File: src/rtl/cal_pkg.sv
package cal_pkg;

    localparam int NUM_FIELDS = 7;
    localparam int ADDR_W     = $clog2(NUM_FIELDS + 1);

    localparam int F_SEC  = 0;
    localparam int F_MIN  = 1;
    localparam int F_HOUR = 2;
    localparam int F_DOW  = 3;
    localparam int F_DATE = 4;
    localparam int F_MON  = 5;
    localparam int F_YEAR = 6;

    typedef logic [7:0] bcd_t;
    typedef logic [NUM_FIELDS-1:0][7:0] field_vec_t;

    typedef enum logic [1:0] {
        ST_RUN   = 2'd0,
        ST_COPY  = 2'd1,
        ST_HALT  = 2'd2,
        ST_ARMED = 2'd3
    } snap_state_e;

    function automatic bcd_t bcd_inc(input bcd_t v);
        bcd_t r;
        if (v[3:0] == 4'd9) r = {v[7:4] + 4'd1, 4'd0};
        else                r = {v[7:4], v[3:0] + 4'd1};
        return r;
    endfunction

    function automatic logic [7:0] bcd_to_bin(input bcd_t v);
        logic [7:0] hi;
        hi = {4'd0, v[7:4]};
        return (hi << 3) + (hi << 1) + {4'd0, v[3:0]};
    endfunction

    function automatic bcd_t last_date(input bcd_t month, input bcd_t year);
        logic [7:0] yb;
        bcd_t r;
        yb = bcd_to_bin(year);
        case (month)
            8'h02:                      r = (yb[1:0] == 2'b00) ? 8'h29 : 8'h28;
            8'h04, 8'h06, 8'h09, 8'h11: r = 8'h30;
            default:                    r = 8'h31;
        endcase
        return r;
    endfunction

    function automatic bcd_t field_reset(input int idx);
        bcd_t r;
        if (idx == F_DOW || idx == F_DATE || idx == F_MON) r = 8'h01;
        else                                              r = 8'h00;
        return r;
    endfunction

endpackage

File: src/rtl/cal_counter_chain.sv
module cal_counter_chain
    import cal_pkg::*;
(
    input  logic                  clk,
    input  logic                  rst_n,
    input  logic                  tick,
    input  logic [NUM_FIELDS-1:0] load_en,
    input  logic [7:0]            load_val,
    output field_vec_t            cnt
);

    field_vec_t cnt_q;
    field_vec_t nxt;
    logic       c_sec, c_min, c_hour, c_date, c_mon;
    bcd_t       mday_last;

    always_comb begin
        mday_last = last_date(cnt_q[F_MON], cnt_q[F_YEAR]);
        c_sec     = (cnt_q[F_SEC] == 8'h59);
        c_min     = c_sec && (cnt_q[F_MIN] == 8'h59);
        c_hour    = c_min && (cnt_q[F_HOUR] == 8'h23);
        c_date    = c_hour && (cnt_q[F_DATE] == mday_last);
        c_mon     = c_date && (cnt_q[F_MON] == 8'h12);

        nxt = cnt_q;
        nxt[F_SEC] = c_sec ? 8'h00 : bcd_inc(cnt_q[F_SEC]);
        if (c_sec)
            nxt[F_MIN] = (cnt_q[F_MIN] == 8'h59) ? 8'h00 : bcd_inc(cnt_q[F_MIN]);
        if (c_min)
            nxt[F_HOUR] = (cnt_q[F_HOUR] == 8'h23) ? 8'h00 : bcd_inc(cnt_q[F_HOUR]);
        if (c_hour) begin
            nxt[F_DOW]  = (cnt_q[F_DOW] == 8'h07) ? 8'h01 : bcd_inc(cnt_q[F_DOW]);
            nxt[F_DATE] = (cnt_q[F_DATE] == mday_last) ? 8'h01 : bcd_inc(cnt_q[F_DATE]);
        end
        if (c_date)
            nxt[F_MON] = (cnt_q[F_MON] == 8'h12) ? 8'h01 : bcd_inc(cnt_q[F_MON]);
        if (c_mon)
            nxt[F_YEAR] = (cnt_q[F_YEAR] == 8'h99) ? 8'h00 : bcd_inc(cnt_q[F_YEAR]);
    end

    always_ff @(posedge clk) begin
        for (int i = 0; i < NUM_FIELDS; i++) begin
            if (!rst_n)          cnt_q[i] <= field_reset(i);
            else if (load_en[i]) cnt_q[i] <= load_val;
            else if (tick)       cnt_q[i] <= nxt[i];
        end
    end

    assign cnt = cnt_q;

    AST_SEC_WRAP: assert property (@(posedge clk) disable iff (!rst_n)
        (tick && load_en == '0 && cnt_q[F_SEC] == 8'h59) |=> (cnt_q[F_SEC] == 8'h00));
    AST_HOUR_WRAP: assert property (@(posedge clk) disable iff (!rst_n)
        (tick && load_en == '0 && c_min && cnt_q[F_HOUR] == 8'h23) |=> (cnt_q[F_HOUR] == 8'h00));
    AST_DOW_WRAP: assert property (@(posedge clk) disable iff (!rst_n)
        (tick && load_en == '0 && c_hour && cnt_q[F_DOW] == 8'h07) |=> (cnt_q[F_DOW] == 8'h01));
    AST_MONTH_WRAP: assert property (@(posedge clk) disable iff (!rst_n)
        (tick && load_en == '0 && c_date && cnt_q[F_MON] == 8'h12) |=> (cnt_q[F_MON] == 8'h01));
    AST_IDLE_HOLD: assert property (@(posedge clk) disable iff (!rst_n)
        (!tick && load_en == '0) |=> $stable(cnt_q));

endmodule

File: src/rtl/cal_snapshot_fsm.sv
module cal_snapshot_fsm
    import cal_pkg::*;
(
    input  logic clk,
    input  logic rst_n,
    input  logic tick,
    input  logic halt,
    output logic copy_en
);

    snap_state_e state_q, state_d;

    always_ff @(posedge clk) begin
        if (!rst_n) state_q <= ST_RUN;
        else        state_q <= state_d;
    end

    always_comb begin
        state_d = state_q;
        unique case (state_q)
            ST_RUN: begin
                if (halt)      state_d = ST_HALT;
                else if (tick) state_d = ST_COPY;
            end
            ST_COPY: begin
                state_d = halt ? ST_HALT : ST_RUN;
            end
            ST_HALT: begin
                if (!halt)     state_d = ST_ARMED;
            end
            ST_ARMED: begin
                if (halt)      state_d = ST_HALT;
                else if (tick) state_d = ST_COPY;
            end
            default:           state_d = ST_RUN;
        endcase
    end

    always_comb begin
        copy_en = (state_q == ST_COPY);
    end

    AST_TICK_STARTS_COPY: assert property (@(posedge clk) disable iff (!rst_n)
        ((state_q == ST_RUN || state_q == ST_ARMED) && tick && !halt) |=> copy_en);
    AST_COPY_SINGLE: assert property (@(posedge clk) disable iff (!rst_n)
        copy_en |=> !copy_en);
    AST_HALT_BLOCKS_COPY: assert property (@(posedge clk) disable iff (!rst_n)
        halt |=> !copy_en);
    AST_RELEASE_WAITS: assert property (@(posedge clk) disable iff (!rst_n)
        (state_q == ST_HALT) |=> !copy_en);

endmodule

File: src/rtl/cal_host_regs.sv
module cal_host_regs
    import cal_pkg::*;
#(
    parameter int CAL_W    = 6,
    parameter int HALT_BIT = 6
) (
    input  logic                  clk,
    input  logic                  rst_n,
    input  logic                  wr_en,
    input  logic [ADDR_W-1:0]     addr,
    input  logic [7:0]            wdata,
    input  logic                  copy_en,
    input  field_vec_t            cnt,
    output logic [7:0]            rdata,
    output logic                  halt,
    output logic [CAL_W-1:0]      cal,
    output logic [NUM_FIELDS-1:0] load_en,
    output logic [7:0]            load_val
);

    localparam logic [ADDR_W-1:0] CTRL_ADDR = '0;

    field_vec_t       hold_q;
    logic             halt_q;
    logic [CAL_W-1:0] cal_q;
    logic [7:0]       ctrl_rd;
    logic             ctrl_wr;

    assign ctrl_wr = wr_en && (addr == CTRL_ADDR);

    for (genvar g = 0; g < NUM_FIELDS; g++) begin : g_field_sel
        assign load_en[g] = wr_en && halt_q && (addr == ADDR_W'(g + 1));
    end
    assign load_val = wdata;

    always_ff @(posedge clk) begin
        if (!rst_n) begin
            halt_q <= 1'b0;
            cal_q  <= '0;
        end else if (ctrl_wr) begin
            halt_q <= wdata[HALT_BIT];
            cal_q  <= wdata[CAL_W-1:0];
        end
    end

    always_ff @(posedge clk) begin
        for (int i = 0; i < NUM_FIELDS; i++) begin
            if (!rst_n)          hold_q[i] <= field_reset(i);
            else if (load_en[i]) hold_q[i] <= wdata;
            else if (copy_en)    hold_q[i] <= cnt[i];
        end
    end

    always_comb begin
        ctrl_rd              = '0;
        ctrl_rd[CAL_W-1:0]   = cal_q;
        ctrl_rd[HALT_BIT]    = halt_q;
        rdata                = ctrl_rd;
        for (int i = 0; i < NUM_FIELDS; i++) begin
            if (addr == ADDR_W'(i + 1)) rdata = hold_q[i];
        end
    end

    assign halt = halt_q;
    assign cal  = cal_q;

    AST_COPY_LOADS_ALL: assert property (@(posedge clk) disable iff (!rst_n)
        (copy_en && !wr_en) |=> (hold_q == $past(cnt)));
    AST_FROZEN_BANK: assert property (@(posedge clk) disable iff (!rst_n)
        (!copy_en && !wr_en) |=> $stable(hold_q));
    AST_UNHALTED_WRITE_IGNORED: assert property (@(posedge clk) disable iff (!rst_n)
        (!halt_q && !copy_en) |=> $stable(hold_q));
    AST_CTRL_STORE: assert property (@(posedge clk) disable iff (!rst_n)
        ctrl_wr |=> (cal == $past(wdata[CAL_W-1:0])));

endmodule

File: src/rtl/cal_shadow_top.sv
module cal_shadow_top
    import cal_pkg::*;
#(
    parameter int CAL_W    = 6,
    parameter int HALT_BIT = 6
) (
    input  logic             clk,
    input  logic             rst_n,
    input  logic             sec_tick,
    input  logic             bus_wr,
    input  logic [2:0]       bus_addr,
    input  logic [7:0]       bus_wdata,
    output logic [7:0]       bus_rdata,
    output logic [CAL_W-1:0] trim_value
);

    field_vec_t            cnt;
    logic                  halt;
    logic                  copy_en;
    logic [NUM_FIELDS-1:0] load_en;
    logic [7:0]            load_val;

    initial begin
        assert (CAL_W <= HALT_BIT && HALT_BIT < 8 && ADDR_W == 3);
    end

    cal_counter_chain u_chain (
        .clk      (clk),
        .rst_n    (rst_n),
        .tick     (sec_tick),
        .load_en  (load_en),
        .load_val (load_val),
        .cnt      (cnt)
    );

    cal_snapshot_fsm u_fsm (
        .clk     (clk),
        .rst_n   (rst_n),
        .tick    (sec_tick),
        .halt    (halt),
        .copy_en (copy_en)
    );

    cal_host_regs #(
        .CAL_W    (CAL_W),
        .HALT_BIT (HALT_BIT)
    ) u_regs (
        .clk      (clk),
        .rst_n    (rst_n),
        .wr_en    (bus_wr),
        .addr     (bus_addr),
        .wdata    (bus_wdata),
        .copy_en  (copy_en),
        .cnt      (cnt),
        .rdata    (bus_rdata),
        .halt     (halt),
        .cal      (trim_value),
        .load_en  (load_en),
        .load_val (load_val)
    );

endmodule

File: config.mk
export PLATFORM = sky130hd
export DESIGN_NAME = cal_shadow_top
export DESIGN_NICKNAME = d
export VERILOG_FILES = /design/src/rtl/cal_pkg.sv /design/src/rtl/cal_counter_chain.sv /design/src/rtl/cal_snapshot_fsm.sv /design/src/rtl/cal_host_regs.sv /design/src/rtl/cal_shadow_top.sv
export SDC_FILE = /design/constraint.sdc
export NUM_CORES = 1
export LEC_CHECK = 0
export BUFFER_PORTS_ARGS = -buffer_cell sky130_fd_sc_hd__clkbuf_2
export CAP_MARGIN = 20
export CORE_MARGIN = 2
export CORE_UTILIZATION = 40
export DETAILED_ROUTE_END_ITERATION = 6
export GPL_ROUTABILITY_DRIVEN = 1
export PLACE_DENSITY_LB_ADDON = 0.12
export SYNTH_ARGS = -nofsm -noshare
export SYNTH_HDL_FRONTEND = slang
export SYNTH_SLANG_ARGS = --single-unit
File: constraint.sdc
create_clock -name clk -period 4.2 [get_ports clk]
set_clock_uncertainty 0.1 [all_clocks]
set_input_delay 0.21 -clock clk [delete_from_list [all_inputs] [get_ports clk]]
set_output_delay 0.21 -clock clk [all_outputs]
set_load 0.02 [all_outputs]
After elaboration in Yosys (flattened, before gate mapping)
Index checks and enable logic that the tools add are counted. Widths: inputs -> output; s select.

Multiplexer cells: 61. Reduce and logical (&&, ||, !) cells: 59. Eq/ne operators: 31. $add $sub $neg: 16.

Operators by type and width (number): $mux 8 (53); $add 4x1->4 const B (14); $reduce_bool 2->1 (20); $eq 4x4->1 const B (7); $eq 8x3->1 const B (3); $reduce_bool 3->1 (7); $reduce_and 3->1 (6); $eq 8x5->1 const B (2); $eq 8x7->1 const B (2); $mux 16 (1); $reduce_and 2->1 (8); $logic_and 1x1->1 (13); $eq 3x3->1 const B (4); $pmux 5 s2 (1); $eq 8x2->1 const B (1); $eq 8x4->1 const B (1); $eq 8x6->1 const B (1); $eq 8x8->1 (1); $eq 8x8->1 const B (1); $mux 2 (4); $eq 3x2->1 const B (2); $pmux 2 s3 (1); $eq 2x2->1 const B (2); $logic_not 2->1 (2); other kinds (10) (10).

Register bits: 121. Output and inout port bits: 14. Input port bits: 15.

Logic depth before layout (Yosys ltp)
Word-level depth: 11. Mapped depth: 10.

Modules after synthesis
A second synthesis with hierarchy kept.

Cells, all modules: 922. Area, all modules: 7931.4 µm².

Modules (own cells, without submodules): cal_counter_chain (area each 3971.3 µm², cells an instance 506, times used 1); cal_host_regs (area each 3796.1 µm², cells an instance 399, times used 1); cal_snapshot_fsm (area each 163.9 µm², cells an instance 17, times used 1).

Least setup slack after synthesis
OpenSTA, ideal clock, no wires.

Path kind: flip-flop to flip-flop. From: register u_chain.cnt_q, in the netlist u_chain.cnt[44]. To: register u_chain.cnt_q, in the netlist u_chain.cnt[43]. Cell stages (with the launch flop): 9. Data arrival time: 2.036 ns. Buffers on the path: 0. Path slack: 1.938 ns. Path through: dfxtp_1 inv_1 ha_1 nor3b_1 nand4_2 a211oi_2 nand4_1 nor3b_1 or3_1.

Word-level cells in the longest chain between the ends: 7. Elaborated cells on any way between the ends: 16.

Ends and longest elaborated chain: start: declaration (RTL line cal_counter_chain.sv:12) `field_vec_t cnt_q;`; start signal: indexed assignment (RTL line cal_counter_chain.sv:43) `if (!rst_n) cnt_q[i] <= field_reset(i);`; start signal: indexed assignment (RTL line cal_counter_chain.sv:44) `else if (load_en[i]) cnt_q[i] <= load_val;`; start signal: indexed assignment (RTL line cal_counter_chain.sv:45) `else if (tick) cnt_q[i] <= nxt[i];`; $eq 8x3->1, or another cell as far along (RTL line cal_pkg.sv:41) `case (month)`; $reduce_or 4->1 (RTL line cal_pkg.sv:41); $pmux 5 s2 (RTL line cal_pkg.sv:41); $eq 8x8->1 (RTL line cal_counter_chain.sv:22) `c_date = c_hour && (cnt_q[F_DATE] == mday_last);`; $logic_and 1x1->1 (RTL line cal_counter_chain.sv:22); $reduce_bool 2->1 (no source line); $reduce_and 2->1 (no source line).

Several ways; a longest one is shown, not always the timed one. The select of a mux whose other input is x is not followed. A chain may end at the register's enable or synchronous reset.

Worst setup path after layout
Same ends and word-level chain as after synthesis.

==> flow_metrics.tcl <==
set metrics [dict create \
    io_pins 29 \
    die-area_um2 19280 \
    synth-edff-count 0 \
    row_count 49 \
    track_usage_pct 22.79 \
    synth_common_cells "dfxtp_1 (121), nand2_1 (96), a21oi_1 (85), o21ai_0 (69), nor2_1 (65)" \
    drt-initial-drc-count 524 \
    seq_area_frac_synth_pct 33.30 \
    cts-root-buf "clkbuf_16" \
    num-nets-final 928 \
    async_flop_share_pct 0 \
    multi_input_area_um2 4507 \
    syn_nets 930 \
    setup_viol 0 \
    power_mw 3.096 \
    fmax_mhz 362.8 \
    netlist_top_cells_area "dfxtp_1 (33%), mux2i_1 (6.9%), a21oi_1 (5.8%)" \
    dp_hpwl_um 15450 \
    cts.path.max_buffers 2 \
    slew_headroom_pct 32.91 \
    crit_required_ns 4.41 \
    ant_nets 0 \
    path_class "flop to flop" \
    rsz0062_at_grt "no" \
    tightest_slew_ns 1.006 \
    clk_pin_slew_worst_paths_ns 0.05 \
    die_width_um 138.9 \
    maxSlewViolCount 0 \
    cts_resized 0 \
    core_region_area_um2 17900 \
    detail_route.wl_per_cell_um 19.78 \
    synth.distinct_cells 74 \
    die_y_um 138.9 \
    whs_ns 0.07822 \
    status "finished, final reports clean" \
    ir_worst_vdd_uv 322.9 \
    grt_pass1_wl_um 34270 \
    drcViolationCount 0 \
    grt_max_degree 58 \
    drive_gt1_share_pct 12.35 \
    clkLatencyLatePin_ns 0.43 \
    max_cap_violations 0 \
    critPathArrivalTime_ns 2.96 \
    synth_area_per_cell_um2 8.183 \
    area_delta_synth_final_pct 12.11 \
    stdcell_count 1129 \
    finalInstanceArea_um2 8155 \
    hold_buffers 0 \
    yosysWarnings 0 \
    syn_inst 889 \
    antenna_found_initial 1 \
    routed_wl_um 22330 \
    fillerInstances 1799 \
    post_dp_cell_area_um2 7517 \
    post_cts_buffers 0 \
    finalHoldViolCount 0 \
    cp-start-kind "flop" \
    netlist_area_um2 7274 \
    synth-seq-cells 121 \
    clock_sinks 121 \
    seqCellArea_um2 2422 \
    place_inst 1097 \
    finalCriticalPeriod_ns 2.756 \
    ys.flop_type "dfxtp_1" \
    htreeDepth 4 \
    cp_max_fo 7 \
    leakagePower_nw 2.992 \
    routabilityCongestion 0.8960 \
    viasPerCell 5.863 \
    fin_crit_sh_pct 65.62 \
    via_count 6619 \
    p_per_area_nw_per_um2 379.6 \
    grt_pass1_vias 5815 \
    hp-class "input port to flop" \
    synth_top_area_share_pct 33.30 \
    finalSetupTns_ns 0 \
    yosys.area.top_type "dfxtp_1" \
    yosysMostFrequentCell "dfxtp_1" \
    firstDrtPassIters 6 \
    critPathCaptureType "flop" \
    grt_overflow 0 \
    cts_tree "built" \
    io_buffers 28 \
    cts_buffers 17 \
    initial_core_util_pct 40.63 \
]
per-stage QoR:
step	worst slack, ns	util [%]
5_1_grt	1.262	45.54
4_1_cts	1.492	45.54
3_3_place_gp	1.495	41.99
2_1_floorplan	1.938	-
3_5_place_dp	1.392	41.99
6_report	1.444	45.55
cells by family (layout without fill, tap and decap cells):
family,Yosys count,in the layout,share of synthesized area (%)
adders and majority gates,26,26,4.472
DFF,121,121,33.30
other,0,1,0
AOI/OAI and AO/OA,252,252,21.17
and+or+nand+nor,320,320,23.27
buffers and inverters,86,96,4.919
muxes,78,78,12.14
xor gates and xnor gates,6,6,0.7224
cell type report:
class,instances,share of cell area [%]
Inverter,31,1.427
Tap cell,229,3.513
Sequential cell,121,29.70
Antenna cell,1,0.03068
Timing Repair Buffer,34,2.271
Multi-Input combinational cell,682,55.26
Clock buffer,23,5.738
Clock inverter,8,2.056
worst max-delay path: stages, from the launching register on:
cell and delay (ns):
dfxtp_1 0.37, inv_1 0.08, ha_1 0.16, nor3b_1 0.45
nand4_2 0.22, a211oi_2 0.49, nand4_1 0.20, nor3b_1 0.19
or3_1 0.37
worst paths after layout:
path	startpoint	to	slack, ns	cells after the start
min reg2reg	u_chain.cnt[18]$_SDFFE_PN0P_	u_chain.cnt[18]$_SDFFE_PN0P_	0.41	2
max	u_chain.cnt[44]$_SDFFE_PN0P_	u_chain.cnt[43]$_SDFFE_PN0P_	1.44	8
max reg2reg	u_chain.cnt[44]$_SDFFE_PN0P_	u_chain.cnt[43]$_SDFFE_PN0P_	1.44	8
min	rst_n	u_chain.cnt[47]$_SDFFE_PN0P_	0.08	3
registers in the layout, indices dropped and copies added (netlist names):
register and count:
u_regs.cal 6, u_fsm.state_q 2, u_chain.cnt 56, u_regs.hold_q 56
u_regs.halt 1
layout by cell type (no fill, tap or decap), drive strengths merged, types with 6 or more instances in the layout:
master  netlist  routed
and3b         6       6
nand3b       10      10
clkbuf       39      51
dfxtp       121     121
nor3         15      15
buf          15       6
a21oi        85      85
nand2b       14      14
or3           8       8
o21ai        70      70
nand3        39      39
mux4          6       6
and3          6       6
o211ai        6       6
inv          30      30
a31oi        19      19
nor2b        12      12
nor3b         9       9
a22oi         6       6
mux2         22      22
ha           26      26
a211oi       21      21
and2          7       7
nand2        97      97
mux2i        50      50
nor2         65      65
nand4         9       9
per-layer routing:
metal | track usage [%] | routed length (um) | vias to the layer above
li1 | - | - | 3256
met1 | 32.10 | 10510 | 3148
met2 | 34.95 | 9985 | 180
met3 | 3.936 | 1289 | 35
met4 | 8.666 | 547 | 0
met5 | 0 | 0 | -
where the power goes:
part / switching [mW] / leakage [nW] / internal, mW / total, mW
Sequential: 0.0203 / 0.976 / 1.17 / 1.19
Combinational: 0.190 / 1.71 / 0.114 / 0.304
Clock: 0.526 / 0.307 / 1.08 / 1.60
Power figures use the tool's default switching activity.
